<file path="src/rtl/ncc_pkg.sv">
package ncc_pkg;

    typedef enum logic [1:0] {
        LINE_LV = 2'd0,
        LINE_LI = 2'd1,
        LINE_GI = 2'd2
    } line_e;

    typedef enum logic [1:0] {
        CTL_IDLE      = 2'd0,
        CTL_REQ_WAIT  = 2'd1,
        CTL_OWN_WAIT  = 2'd2,
        CTL_HOME_WAIT = 2'd3
    } ctl_e;

    localparam logic PKT_RDEX = 1'b0;
    localparam logic PKT_DATA = 1'b1;

endpackage

</file>
<file path="src/rtl/ncc_role_dec.sv">
module ncc_role_dec #(
    parameter int SW = 3
) (
    input  logic [SW-1:0] my_id,
    input  logic [SW-1:0] pkt_src,
    input  logic [SW-1:0] pkt_home,
    output logic          from_self,
    output logic          at_home
);
    // Role of this station for one packet
    assign from_self = (pkt_src == my_id);
    assign at_home   = (pkt_home == my_id);
endmodule

</file>
<file path="src/rtl/ncc_onehot.sv">
module ncc_onehot #(
    parameter int N  = 4,
    parameter int IW = (N > 1) ? $clog2(N) : 1
) (
    input  logic [IW-1:0] idx,
    output logic [N-1:0]  mask
);
    for (genvar g = 0; g < N; g++) begin : g_bit
        assign mask[g] = (idx == IW'(g));
    end
endmodule

</file>
<file path="src/rtl/ncc_pick_low.sv">
module ncc_pick_low #(
    parameter int N  = 4,
    parameter int IW = (N > 1) ? $clog2(N) : 1
) (
    input  logic [N-1:0]  mask,
    output logic [IW-1:0] idx,
    output logic          any
);
    assign any = |mask;

    always_comb begin
        idx = '0;
        for (int i = N - 1; i >= 0; i--) begin
            if (mask[i]) idx = IW'(i);
        end
    end
endmodule

</file>
<file path="src/rtl/ncc_line_ctrl.sv">
module ncc_line_ctrl
    import ncc_pkg::*;
#(
    parameter int          NPROC    = 4,
    parameter int          NSTN     = 8,
    parameter int          DW       = 32,
    parameter logic [DW-1:0] INIT_VAL = '0,
    localparam int         PW       = (NPROC > 1) ? $clog2(NPROC) : 1,
    localparam int         SW       = (NSTN > 1) ? $clog2(NSTN) : 1
) (
    input  logic             clk,
    input  logic             rst_n,
    input  logic [SW-1:0]    stn_id,
    input  logic             lq_valid,
    input  logic [PW-1:0]    lq_proc,
    input  logic [SW-1:0]    lq_home,
    output logic             lq_retry,
    input  logic             rx_valid,
    input  logic             rx_kind,
    input  logic [SW-1:0]    rx_src,
    input  logic [SW-1:0]    rx_home,
    input  logic [DW-1:0]    rx_data,
    input  logic             pr_valid,
    input  logic [DW-1:0]    pr_data,
    output logic             tx_req_valid,
    output logic [SW-1:0]    tx_req_src,
    output logic [SW-1:0]    tx_req_home,
    output logic [NSTN-1:0]  tx_req_dest,
    output logic             tx_data_valid,
    output logic [SW-1:0]    tx_data_src,
    output logic [SW-1:0]    tx_data_home,
    output logic [DW-1:0]    tx_data,
    output logic             tx_nack,
    output logic             pp_req_valid,
    output logic [PW-1:0]    pp_req_proc,
    output logic             pd_valid,
    output logic [PW-1:0]    pd_proc,
    output logic [DW-1:0]    pd_data,
    output logic [1:0]       st_line,
    output logic             st_locked,
    output logic [NPROC-1:0] st_pmask,
    output logic [NSTN-1:0]  st_rmask
);

    // ---------------- state ----------------
    line_e             line_q, line_d;
    ctl_e              ctl_q, ctl_d;
    logic [NPROC-1:0]  pmask_q, pmask_d;
    logic [NSTN-1:0]   rmask_q, rmask_d;
    logic [PW-1:0]     sv_proc_q, sv_proc_d;
    logic [SW-1:0]     sv_src_q, sv_src_d;
    logic [SW-1:0]     sv_home_q, sv_home_d;

    // ---------------- next outputs ----------------
    logic              n_retry, n_nack;
    logic              n_req_v;
    logic [SW-1:0]     n_req_src, n_req_home;
    logic [NSTN-1:0]   n_req_dest;
    logic              n_dat_v;
    logic [SW-1:0]     n_dat_src, n_dat_home;
    logic [DW-1:0]     n_dat;
    logic              n_pp_v;
    logic [PW-1:0]     n_pp_proc;
    logic              n_pd_v;
    logic [PW-1:0]     n_pd_proc;
    logic [DW-1:0]     n_pd_data;

    // ---------------- decode helpers ----------------
    logic              rx_from_self, rx_at_home;
    logic              lq_unused_self, lq_at_home;
    logic [NPROC-1:0]  lq_pmask, sv_pmask;
    logic [NSTN-1:0]   src_rmask, lqhome_rmask, sv_rmask;
    logic [PW-1:0]     pick_idx;
    logic              pick_any;

    ncc_role_dec #(.SW(SW)) u_rx_role (
        .my_id     (stn_id),
        .pkt_src   (rx_src),
        .pkt_home  (rx_home),
        .from_self (rx_from_self),
        .at_home   (rx_at_home)
    );

    ncc_role_dec #(.SW(SW)) u_lq_role (
        .my_id     (stn_id),
        .pkt_src   (stn_id),
        .pkt_home  (lq_home),
        .from_self (lq_unused_self),
        .at_home   (lq_at_home)
    );

    ncc_onehot #(.N(NPROC), .IW(PW)) u_oh_lq   (.idx(lq_proc),   .mask(lq_pmask));
    ncc_onehot #(.N(NPROC), .IW(PW)) u_oh_svp  (.idx(sv_proc_q), .mask(sv_pmask));
    ncc_onehot #(.N(NSTN),  .IW(SW)) u_oh_src  (.idx(rx_src),    .mask(src_rmask));
    ncc_onehot #(.N(NSTN),  .IW(SW)) u_oh_home (.idx(lq_home),   .mask(lqhome_rmask));
    ncc_onehot #(.N(NSTN),  .IW(SW)) u_oh_svs  (.idx(sv_src_q),  .mask(sv_rmask));

    ncc_pick_low #(.N(NPROC), .IW(PW)) u_pick (
        .mask (pmask_q),
        .idx  (pick_idx),
        .any  (pick_any)
    );

    logic rx_rdex, rx_dat;
    assign rx_rdex = rx_valid && (rx_kind == PKT_RDEX);
    assign rx_dat  = rx_valid && (rx_kind == PKT_DATA);

    // ---------------- next-state and output logic ----------------
    always_comb begin
        line_d     = line_q;
        ctl_d      = ctl_q;
        pmask_d    = pmask_q;
        rmask_d    = rmask_q;
        sv_proc_d  = sv_proc_q;
        sv_src_d   = sv_src_q;
        sv_home_d  = sv_home_q;

        n_retry    = 1'b0;
        n_nack     = 1'b0;
        n_req_v    = 1'b0;
        n_req_src  = '0;
        n_req_home = '0;
        n_req_dest = '0;
        n_dat_v    = 1'b0;
        n_dat_src  = '0;
        n_dat_home = '0;
        n_dat      = '0;
        n_pp_v     = 1'b0;
        n_pp_proc  = '0;
        n_pd_v     = 1'b0;
        n_pd_proc  = '0;
        n_pd_data  = '0;

        unique case (ctl_q)
            CTL_IDLE: begin
                if (rx_valid) begin
                    // ring traffic wins over a local request this cycle
                    n_retry = lq_valid;
                    if (rx_rdex && !rx_from_self) begin
                        if (line_q != LINE_GI) begin
                            if (pick_any) begin
                                // owner: lock in place, ask local holder
                                ctl_d     = CTL_OWN_WAIT;
                                sv_src_d  = rx_src;
                                sv_home_d = rx_home;
                                n_pp_v    = 1'b1;
                                n_pp_proc = pick_idx;
                            end else begin
                                // owner with no local holder: reply from cache copy
                                n_dat_v    = 1'b1;
                                n_dat_src  = rx_src;
                                n_dat_home = rx_home;
                                n_dat      = INIT_VAL;
                                line_d     = LINE_GI;
                                pmask_d    = '0;
                                rmask_d    = src_rmask;
                            end
                        end else if (rx_at_home) begin
                            // home: lock in GI, pass read to the holder
                            ctl_d      = CTL_HOME_WAIT;
                            sv_src_d   = rx_src;
                            n_req_v    = 1'b1;
                            n_req_src  = rx_src;
                            n_req_home = stn_id;
                            n_req_dest = rmask_q;
                        end
                    end
                end else if (lq_valid) begin
                    if (line_q == LINE_GI) begin
                        // requester: lock in GI, go to home
                        ctl_d      = CTL_REQ_WAIT;
                        sv_proc_d  = lq_proc;
                        n_req_v    = 1'b1;
                        n_req_src  = stn_id;
                        n_req_home = lq_home;
                        n_req_dest = lq_at_home ? rmask_q : lqhome_rmask;
                    end else begin
                        line_d  = LINE_LI;
                        pmask_d = lq_pmask;
                    end
                end
            end

            CTL_REQ_WAIT: begin
                n_retry = lq_valid;
                n_nack  = rx_rdex;
                if (rx_dat && rx_from_self) begin
                    n_pd_v    = 1'b1;
                    n_pd_proc = sv_proc_q;
                    n_pd_data = rx_data;
                    line_d    = LINE_LI;
                    pmask_d   = sv_pmask;
                    rmask_d   = '0;
                    ctl_d     = CTL_IDLE;
                end
            end

            CTL_OWN_WAIT: begin
                n_retry = lq_valid;
                n_nack  = rx_rdex;
                if (pr_valid) begin
                    n_dat_v    = 1'b1;
                    n_dat_src  = sv_src_q;
                    n_dat_home = sv_home_q;
                    n_dat      = pr_data;
                    line_d     = LINE_GI;
                    pmask_d    = '0;
                    rmask_d    = sv_rmask;
                    ctl_d      = CTL_IDLE;
                end
            end

            CTL_HOME_WAIT: begin
                n_retry = lq_valid;
                n_nack  = rx_rdex;
                if (rx_dat && rx_at_home && (rx_src == sv_src_q)) begin
                    // payload is not kept; only the holder changes
                    rmask_d = sv_rmask;
                    ctl_d   = CTL_IDLE;
                end
            end

            default: ctl_d = CTL_IDLE;
        endcase
    end

    // ---------------- state register ----------------
    always_ff @(posedge clk) begin
        if (!rst_n) begin
            line_q    <= LINE_LV;
            ctl_q     <= CTL_IDLE;
            pmask_q   <= '0;
            rmask_q   <= '0;
            sv_proc_q <= '0;
            sv_src_q  <= '0;
            sv_home_q <= '0;
        end else begin
            line_q    <= line_d;
            ctl_q     <= ctl_d;
            pmask_q   <= pmask_d;
            rmask_q   <= rmask_d;
            sv_proc_q <= sv_proc_d;
            sv_src_q  <= sv_src_d;
            sv_home_q <= sv_home_d;
        end
    end

    // ---------------- output register ----------------
    always_ff @(posedge clk) begin
        if (!rst_n) begin
            lq_retry      <= 1'b0;
            tx_nack       <= 1'b0;
            tx_req_valid  <= 1'b0;
            tx_req_src    <= '0;
            tx_req_home   <= '0;
            tx_req_dest   <= '0;
            tx_data_valid <= 1'b0;
            tx_data_src   <= '0;
            tx_data_home  <= '0;
            tx_data       <= '0;
            pp_req_valid  <= 1'b0;
            pp_req_proc   <= '0;
            pd_valid      <= 1'b0;
            pd_proc       <= '0;
            pd_data       <= '0;
        end else begin
            lq_retry      <= n_retry;
            tx_nack       <= n_nack;
            tx_req_valid  <= n_req_v;
            tx_req_src    <= n_req_src;
            tx_req_home   <= n_req_home;
            tx_req_dest   <= n_req_dest;
            tx_data_valid <= n_dat_v;
            tx_data_src   <= n_dat_src;
            tx_data_home  <= n_dat_home;
            tx_data       <= n_dat;
            pp_req_valid  <= n_pp_v;
            pp_req_proc   <= n_pp_proc;
            pd_valid      <= n_pd_v;
            pd_proc       <= n_pd_proc;
            pd_data       <= n_pd_data;
        end
    end

    assign st_line   = line_q;
    assign st_locked = (ctl_q != CTL_IDLE);
    assign st_pmask  = pmask_q;
    assign st_rmask  = rmask_q;

    logic unused_ok;
    assign unused_ok = lq_unused_self;

endmodule

</file>
<file path="config.mk">
export PLATFORM = sky130hd
export DESIGN_NAME = ncc_line_ctrl
export DESIGN_NICKNAME = d
export VERILOG_FILES = /design/src/rtl/ncc_pkg.sv /design/src/rtl/ncc_role_dec.sv /design/src/rtl/ncc_onehot.sv /design/src/rtl/ncc_pick_low.sv /design/src/rtl/ncc_line_ctrl.sv
export SDC_FILE = /design/constraint.sdc
export NUM_CORES = 1
export LEC_CHECK = 0
export BUFFER_PORTS_ARGS = -buffer_cell sky130_fd_sc_hd__buf_4
export CORE_MARGIN = 5
export CORE_UTILIZATION = 45
export CTS_CLUSTER_DIAMETER = 120
export CTS_CLUSTER_SIZE = 25
export DETAILED_ROUTE_END_ITERATION = 16
export PLACE_DENSITY_LB_ADDON = 0.2
export SYNTH_ARGS = -nofsm -noshare
export SYNTH_HDL_FRONTEND = slang
export SYNTH_SLANG_ARGS = --single-unit
export TNS_END_PERCENT = 5
</file>
<file path="constraint.sdc">
create_clock -name clk -period 4.1 [get_ports clk]
set_clock_uncertainty 0.05 [all_clocks]
set_input_delay 0.205 -clock clk [delete_from_list [all_inputs] [get_ports clk]]
set_output_delay 0.205 -clock clk [all_outputs]
set_load 0.03 [all_outputs]
</file>
After elaboration in Yosys (flattened, before gate mapping)
Cells that the tools add are included.

Input port bits: 84. Bits in registers: 118.

Bitwise logic cells: 7. Reductions and logical operators: 32. Eq/ne operators: 52. Muxes and demuxes: 90.

Operators by type and width (count): $mux 8 (14); $mux 3 (25); $mux 2 (20); $eq 3x3->1 const B (12); $mux 4 (8); $pmux 8 s4 (1); $eq 3x2->1 const B (6); $ne 2x2->1 const B (9); $ne 3x3->1 const B (6); $reduce_and 8->1 (2); $mux 1 (15); $reduce_and 5->1 (3); $eq 2x2->1 const B (7); $eq 3x3->1 (4); $pmux 3 s2 (2); $pmux 4 s3 (1); $eq 3x1->1 const B (3); $logic_not 3->1 (3); $ne 4x4->1 const B (2); $pmux 2 s4 (1); $reduce_or 8->1 (1); $not 1->1 (7); $reduce_and 7->1 (1); $reduce_or 7->1 (1); 13 further kinds (27).

Logic depth before layout (Yosys ltp)
Gate-level depths: netlist (run 1).

Depth in word-level cells: 6. Mapped depth: 8. Mapped depth without buffers: 7.

Hierarchy
A second synthesis (run 1) with hierarchy kept.

Cell total of the unflattened synthesis: 436. Area, all modules: 4459.3 um2.

By module, submodules not included: ncc_line_ctrl (times used 1, area an instance 4031.4 um2, cells an instance 381); ncc_onehot (u_oh_home ...) (times used 3, area an instance 65.1 um2, cells an instance 8); ncc_role_dec (times used 2, area an instance 72.6 um2, cells an instance 8); ncc_onehot (u_oh_lq ...) (times used 2, area an instance 26.3 um2, cells an instance 4); ncc_pick_low (times used 1, area an instance 35.0 um2, cells an instance 7).

Worst setup path after synthesis (run 1)
Ideal clock, no wire load.

Kind: reg2reg. Start: register ctl_q[0]. End: register ctl_q[0]. Cell stages (with the launch flop): 8. Arrival time: 1.774 ns. Buffers on the path: 0. Setup slack: 2.205 ns. Path through: dfxtp_1 > inv_1 > ha_1 > and3b_1 > and4_4 > nor3_2 > nor4_2 > mux2i_1.

Cells in the longest elaborated chain, start to end: 3. Elaborated cells between the ends (all ways): 14. Classes of those cells: eq/ne (11); mux (1); reduce/logical (2).

RTL lines: start: declaration (line ncc_line_ctrl.sv:47) `ctl_e ctl_q, ctl_d;`; start signal: assignment (line ncc_line_ctrl.sv:239) `ctl_q <= ctl_d;`; $eq 2x2->1, or another cell as far along (line ncc_line_ctrl.sv:134) `unique case (ctl_q)`; $ne 2x2->1 (no source line), or another cell as far along; $reduce_and 8->1 (no source line).

Parallel ways exist; a longest one is shown, timed or not. A chain may end at the register's enable or synchronous reset.

Worst setup path after layout (run 1)
Start: register line_q[1] (netlist: st_line[1]). End: register tx_req_home[2].

Cells in the longest elaborated chain, start to end: 4. Elaborated cells between the ends (all ways): 7. Classes of those cells: eq/ne (2); mux (5).

RTL lines: start: declaration (line ncc_line_ctrl.sv:46) `line_e line_q, line_d;`; start signal: assignment (line ncc_line_ctrl.sv:238) `line_q <= line_d;`; $eq 2x2->1 or $ne 2x2->1 (tied branches) (line ncc_line_ctrl.sv:169, ncc_line_ctrl.sv:140); $mux 3, on equally long branches (line ncc_line_ctrl.sv:169, ncc_line_ctrl.sv:140); $mux 3, on equally long branches (line ncc_line_ctrl.sv:168, ncc_line_ctrl.sv:139); $mux 3 * (line ncc_line_ctrl.sv:136) `if (rx_valid) begin`; end signal: assignment (line ncc_line_ctrl.sv:271) `tx_req_home <= n_req_home;`; end: declaration (line ncc_line_ctrl.sv:27) `output logic [SW-1:0] tx_req_home,`.

Mark *: on every way between the ends. The rest lies on a longest branch, timed or not.

==> results of run 1 <==
## registers in the layout (all words and copies together), names as in the netlist, 4 cells and up
signal,flops
pd_data,32
tx_data,32
st_rmask,8
tx_req_dest,8
st_pmask,4
## worst paths after layout
| check | from | end | slack, ps |
|---|---|---|---|
| max | st_line[1]$_SDFFE_PN0P_ | tx_req_home[2]$_SDFF_PN0_ | 1500 |
| min reg2reg | st_rmask[7]$_SDFFE_PN0P_ | st_rmask[7]$_SDFFE_PN0P_ | 450 |
| min | rst_n | st_rmask[2]$_SDFFE_PN0P_ | 20 |
| max reg2reg | st_line[1]$_SDFFE_PN0P_ | tx_req_home[2]$_SDFF_PN0_ | 1500 |
## final cells by class
cell class,instances,area share (%)
clock buffer,19,6.11
sequential,118,32.7
multi-input combinational,284,26.0
clock inverter,10,1.49
inverter,7,0.363
timing repair buffer,273,31.1
tap,133,2.30
## kinds of logic (layout without fill, tap and decap cells)
logic type               after synthesis  after routing  synth area share, %
flip-flops                           118            118                 53.3
adder cells (fa/ha/maj)                5              5                 1.41
multiplexers                          20             20                 4.55
buffers and inverters                 30            309                 4.26
AO/OA/AOI/OAI                         48             48                 8.39
XOR/XNOR                              12             12                 3.64
AND/OR/NAND/NOR                      199            199                 24.4
## repair_timing
action,in CTS,in global routing
hold buffers,79,0
setup endpoints to repair,0,0
hold endpoints to repair,81,0
## critical path, delay by kind of cell, from the launching register on
| family | cells | cell delay, ps |
|---|---|---|
| and+or+nand+nor | 4 | 1320 |
| buffers and inverters | 1 | 570 |
| DFF | 1 | 450 |
| AOI/OAI and AO/OA | 1 | 160 |
## layer usage
layer	up-vias	global-route usage (%)	wire [µm]
li1	1990	-	-
met1	1936	28.4	5720
met2	183	44.7	7610
met3	32	6.39	1200
met4	0	10.2	402
met5	-	0	0
## stage by stage
stage	setup WS (ps)	util [%]	instance area, µm²	total power [mW]
3_3_place_gp	1880	60.8	5890	2.38
4_1_cts	1560	74.7	7230	3.84
6_report	1500	74.7	7230	3.84
2_1_floorplan	2200	-	4430	2.11
5_1_grt	1360	74.7	7230	4.01
3_5_place_dp	1770	60.8	5890	2.40
## power breakdown
part           internal [mW]  switching [mW]  leakage [nW]
clock network          0.878           0.496         0.267
logic                  0.480           0.670          2.11
registers               1.24          0.0799         0.952
## synth_stat cells, types with 2 or more instances
master	n
nor2b_1	6
o21ai_0	8
nand3_1	7
or2_2	3
or2b_2	2
nand3b_1	5
mux2i_1	19
a22oi_1	14
xnor2_1	3
dfxtp_1	118
clkbuf_8	4
xor2_1	6
nor4_1	6
and2_1	66
ha_1	5
clkbuf_1	11
nand2_1	37
nor3_1	11
nor3_2	2
a32oi_1	2
buf_4	3
inv_1	6
and3_1	2
buf_6	3
a211oi_1	2
nand4_1	2
a21oi_1	9
xnor2_4	3
nor2_1	39
==> impl_metrics.ini, run 1 <==
[cts]
cts_buffer_depth = 2
h-tree-depth = 4
cts_root_buffer = clkbuf_8
cts-resized-gates = 0
insertion_delay_ps = 510
cts.sinks = 118
clkTransAtPathRegs_ps = 60
post_cts_buffers = 0
cts_buffers = 17
cts_tree = yes

[yosys]
synth_edf_count = 0
synth_area_leaders = dfxtp_1 (53%), and2_1 (9.3%), mux2i_1 (4.3%), nor2_1 (3.3%), nand2_1 (3.1%)
synth_top_cell_area_share_pct = 53.3
ys_seq_elements = 118
synthesis.area_um2 = 4430
async_flop_share_pct = 0
syn-mean-instance-area_um2 = 10.3
synth_cell_type_count = 57
ys_seq_area_share_pct = 53.3
synth_area_leader_cell = dfxtp_1
synth-warning-count = 0
syn_inst = 432
synth_fp_nets = 521
synth_flop_cell = dfxtp_1

[run]
max-cap-violations = 0

[critical_path]
r2r_cells = 6
crit_type = register to register
crit_path_max_incr_delay_ps = 570
path_cells = nor2b_1 > nand4_1 > nor2_1 > nand2_1 > a21oi_1 > dlygate4sd3_1
critPathSlowestCell = dlygate4sd3_1
endpoint_kind = register
crit_required_ps = 4500
crit_path_max_fanout = 7
cp-start-kind = register
arrival_ps = 3000

[finish]
fillers = 590
drive_gt1_share_pct = 34.6
final_cell_mix = buf_4 (194), dfxtp_1 (118), dlygate4sd3_1 (79)
fin_nets = 790
stdcell_count = 844
n_antenna_cell = 0
syn2layout_area_growth_pct = 63.2
mostFrequentLayoutCell = buf_4
seqCellArea_um2 = 2360
multiInputGateArea_um2 = 1880

[placement]
gp_congestion = 0.886
hpwl_um = 9390
io_buffers = 192
dp.cells = 736

[detailed_routing]
postRouteAntennaNets = 0
wl_per_cell_um = 17.7
via_per_inst = 4.91
drt_iter0_markers = 213
firstDrtPassIters = 5
wl_um = 14900
drt_drc_violations_left = 0
via_count = 4141

[timing]
final-hold-violation-count = 0
relSlewSlack_pct = 43.5
rsz0062_at_grt = false
period_share_pct = 63.5
setup_viol = 0
fmax_mhz = 384
tns_ps = 0
layout_min_cycle_time_ps = 2600
slew_violations = 0
tightestPinTransition_ps = 848
whs_ps = 22.2

[global_routing]
grt_pass1_wl_um = 22900
grt_antenna_before_repair = 0
grt-ovfl-total = 0
grt.total_usage_pct = 25.1
grt_max_degree = 35
first_global_vias = 4264

[floorplan]
row_count = 36
ios = 193
coreArea_um2 = 9680
initial_core_util_pct = 45.7
die_h_um = 109
die-area_um2 = 11900
die_w_um = 109

[run_status]
outcome = complete, no violations

[pwr]
power_leakage_nw = 3.33
powerDensity_nw_per_um2 = 531
vdd_drop_max_mv = 0.504

[hold_path]
hold_depth = 3
min_path_type = input pin to register
No activity file was read; power rests on OpenSTA's default activity.
==> inputs of run 2 (changes only) <==
--- a/config.mk
+++ b/config.mk
@@ -5,9 +5,10 @@
 export SDC_FILE = /design/constraint.sdc
 export NUM_CORES = 1
 export LEC_CHECK = 0
+export ABC_AREA = 1
 export BUFFER_PORTS_ARGS = -buffer_cell sky130_fd_sc_hd__buf_4
 export CORE_MARGIN = 5
-export CORE_UTILIZATION = 45
+export CORE_UTILIZATION = 43
 export CTS_CLUSTER_DIAMETER = 120
 export CTS_CLUSTER_SIZE = 25
 export DETAILED_ROUTE_END_ITERATION = 16
==> constraint.sdc (replaced) <==
create_clock -name clk -period 2.37 [get_ports clk]
set_clock_uncertainty 0.05 [all_clocks]
set_input_delay 0.1185 -clock clk [delete_from_list [all_inputs] [get_ports clk]]
set_output_delay 0.1185 -clock clk [all_outputs]
set_load 0.03 [all_outputs]
==> impl_metrics.ini, run 2 <==
[run_status]
outcome = complete, no violations

[pwr]
p_sw_share_pct = 36.4
combPwrFrac_pct = 33.1
intPower_mw = 4.53
sequentialPowerShare_pct = 32.6
powerDensity_nw_per_um2 = 947
clockPowerShare_pct = 34.3
finalPower_mw = 7.12
power_leakage_nw = 3.89
p_switching_mw = 2.59
vdd_drop_max_mv = 0.539

[yosys]
ys_seq_area_share_pct = 52.1
ys_seq_elements = 118
synth_fp_nets = 696
synth_top_cell_area_share_pct = 52.1
synthesis.area_um2 = 4530
synth_flop_cell = dfxtp_1
synth_cell_type_count = 38
synth-warning-count = 0
synth_area_leaders = dfxtp_1 (52%), inv_1 (11%), nor2_1 (9.6%), nand2_1 (8.4%), nand3_1 (3.1%)
async_flop_share_pct = 0
syn-mean-instance-area_um2 = 7.47
synth_area_leader_cell = dfxtp_1
synth_edf_count = 0
post-synth-top-count-cell = inv_1
yosys-top-cells-count = inv_1 (129), dfxtp_1 (118), nor2_1 (116)
syn_inst = 607

[critical_path]
arrival_ps = 2640
crit_path_max_fanout = 13
cp-start-kind = register
crit_type = register to register
endpoint_kind = register
crit_required_ps = 2780

[timing]
tightestPinTransition_ps = 506
layout_min_cycle_time_ps = 2230
final-hold-violation-count = 0
slew_violations = 0
layout_setup_ws_ps = 143
fmax_mhz = 449
period_share_pct = 94.0
rsz0062_at_grt = false
tns_ps = 0
relSlewSlack_pct = 66.2
setup_viol = 0

[floorplan]
die_w_um = 113
die-area_um2 = 12700
initial_core_util_pct = 43.9
row_count = 37
ios = 193
coreArea_um2 = 10300
die_h_um = 113

[global_routing]
grt.total_usage_pct = 22.0
grt_max_degree = 36
first_global_vias = 4743
grt-ovfl-total = 0
grt_pass1_wl_um = 22600
grt_antenna_before_repair = 0

[detailed_routing]
postRouteAntennaNets = 0
wl_um = 14200
wl_per_cell_um = 13.7
drt_drc_violations_left = 0
via_per_inst = 4.60
drt_iter0_markers = 252
via_count = 4772
firstDrtPassIters = 5

[placement]
io_buffers = 192
place_area_um2 = 6090
gp_congestion = 0.885
post-place-ws_ps = 342
hpwl_um = 9370

[cts]
cts_tree = yes
cts_root_buffer = clkbuf_8
h-tree-depth = 4
insertion_delay_ps = 520
clkTransAtPathRegs_ps = 60
cts_buffer_depth = 2
post_cts_buffers = 0
cts_buffers = 17
cts.sinks = 118

[finish]
fin_area_um2 = 7520
mostFrequentLayoutCell = buf_4
fin_nets = 977
drive_gt1_share_pct = 26.7
syn2layout_area_growth_pct = 65.8
fillers = 769
top_regs = pd_data: 32 flops, tx_data: 32 flops
final_cell_mix = buf_4 (194), inv_1 (129), dfxtp_1 (118)

[hold_path]
min_path_type = input pin to register

[run]
max-cap-violations = 0
-- run 2: changes by cell type in the layout (fill, tap and decap cells not counted), sizes merged, moves of 9 or more --
cell / delta
inv: +128
nor2: +80
nand2: +67
and2: -66
nand3: +21
mux2i: -19
a21oi: +18
a22oi: -11
o21ai: +9
-- run 2: layout make-up --
cell class	count	area [µm²]	area share (%)
clock buffer	17	414	5.51
tap	136	170	2.26
timing repair buffer	280	2330	31.0
antenna	1	2.50	0.0333
inverter	133	499	6.64
multi-input combinational	338	1590	21.1
clock inverter	15	155	2.06
sequential	118	2360	31.4
-- run 2: path summary, 6_finish.rpt --
path                                           startpoint                         end  slack (ps)  depth (start not counted)
worst min-delay path                             pr_valid  tx_data_home[0]$_SDFF_PN0_          40                          5
worst min register to register  sv_home_q[0]$_SDFFE_PN0P_  tx_data_home[0]$_SDFF_PN0_         420                          2
worst max-delay path                ctl_q[1]$_SDFFE_PN0P_   tx_req_home[0]$_SDFF_PN0_         140                          6
worst max register to register      ctl_q[1]$_SDFFE_PN0P_   tx_req_home[0]$_SDFF_PN0_         140                          6
-- run 2: power groups by stage --
stage	logic, mW	registers (mW)	clock network (mW)
after floorplan	1.33	2.60	0
after global routing	2.61	2.35	2.57
after detailed placement	2.21	2.37	0
final	2.35	2.32	2.44
after global placement	2.17	2.36	0
after CTS	2.34	2.32	2.49
-- run 2: logic make-up (layout without fill, tap and decap cells) --
group / count (synthesis) / after routing / synth area share [%]
AND/OR/NAND/NOR: 269 / 269 / 25.1
other: 0 / 1 / 0
adder cells (fa/ha/maj): 5 / 5 / 1.38
XOR/XNOR: 5 / 5 / 1.13
AO/OA/AOI/OAI: 59 / 59 / 7.40
buffers and inverters: 151 / 445 / 12.9
flip-flops: 118 / 118 / 52.1
-- run 2: through the flow --
stage          std cells  util [%]  hold WS, ps
3_3_place_gp         920      59.0          281
3_5_place_dp         920      59.0          278
5_1_grt             1037      72.8         61.2
4_1_cts             1037      72.8         13.0
2_1_floorplan        607         -          145
6_report            1038      72.8         41.2
-- run 2: what timing repair did --
action                                 CTS  global route
resized for setup                        0             0
hold buffers                            85             0
endpoints found under the hold margin  112             0
-- run 2: worst max-delay path: stages (launching register included) --
cell and delay (ps):
dfxtp_1 340, inv_1 110, ha_1 480, nand2_1 270, buf_4 250, a21oi_1 110, dlygate4sd3_1 540
-- run 2: metal layers --
metal,GRT usage (%),part of all wire (%)
met1,24.3,39
met2,39.9,51
met3,5.61,6.7
met4,9.46,2.5
met5,0,0
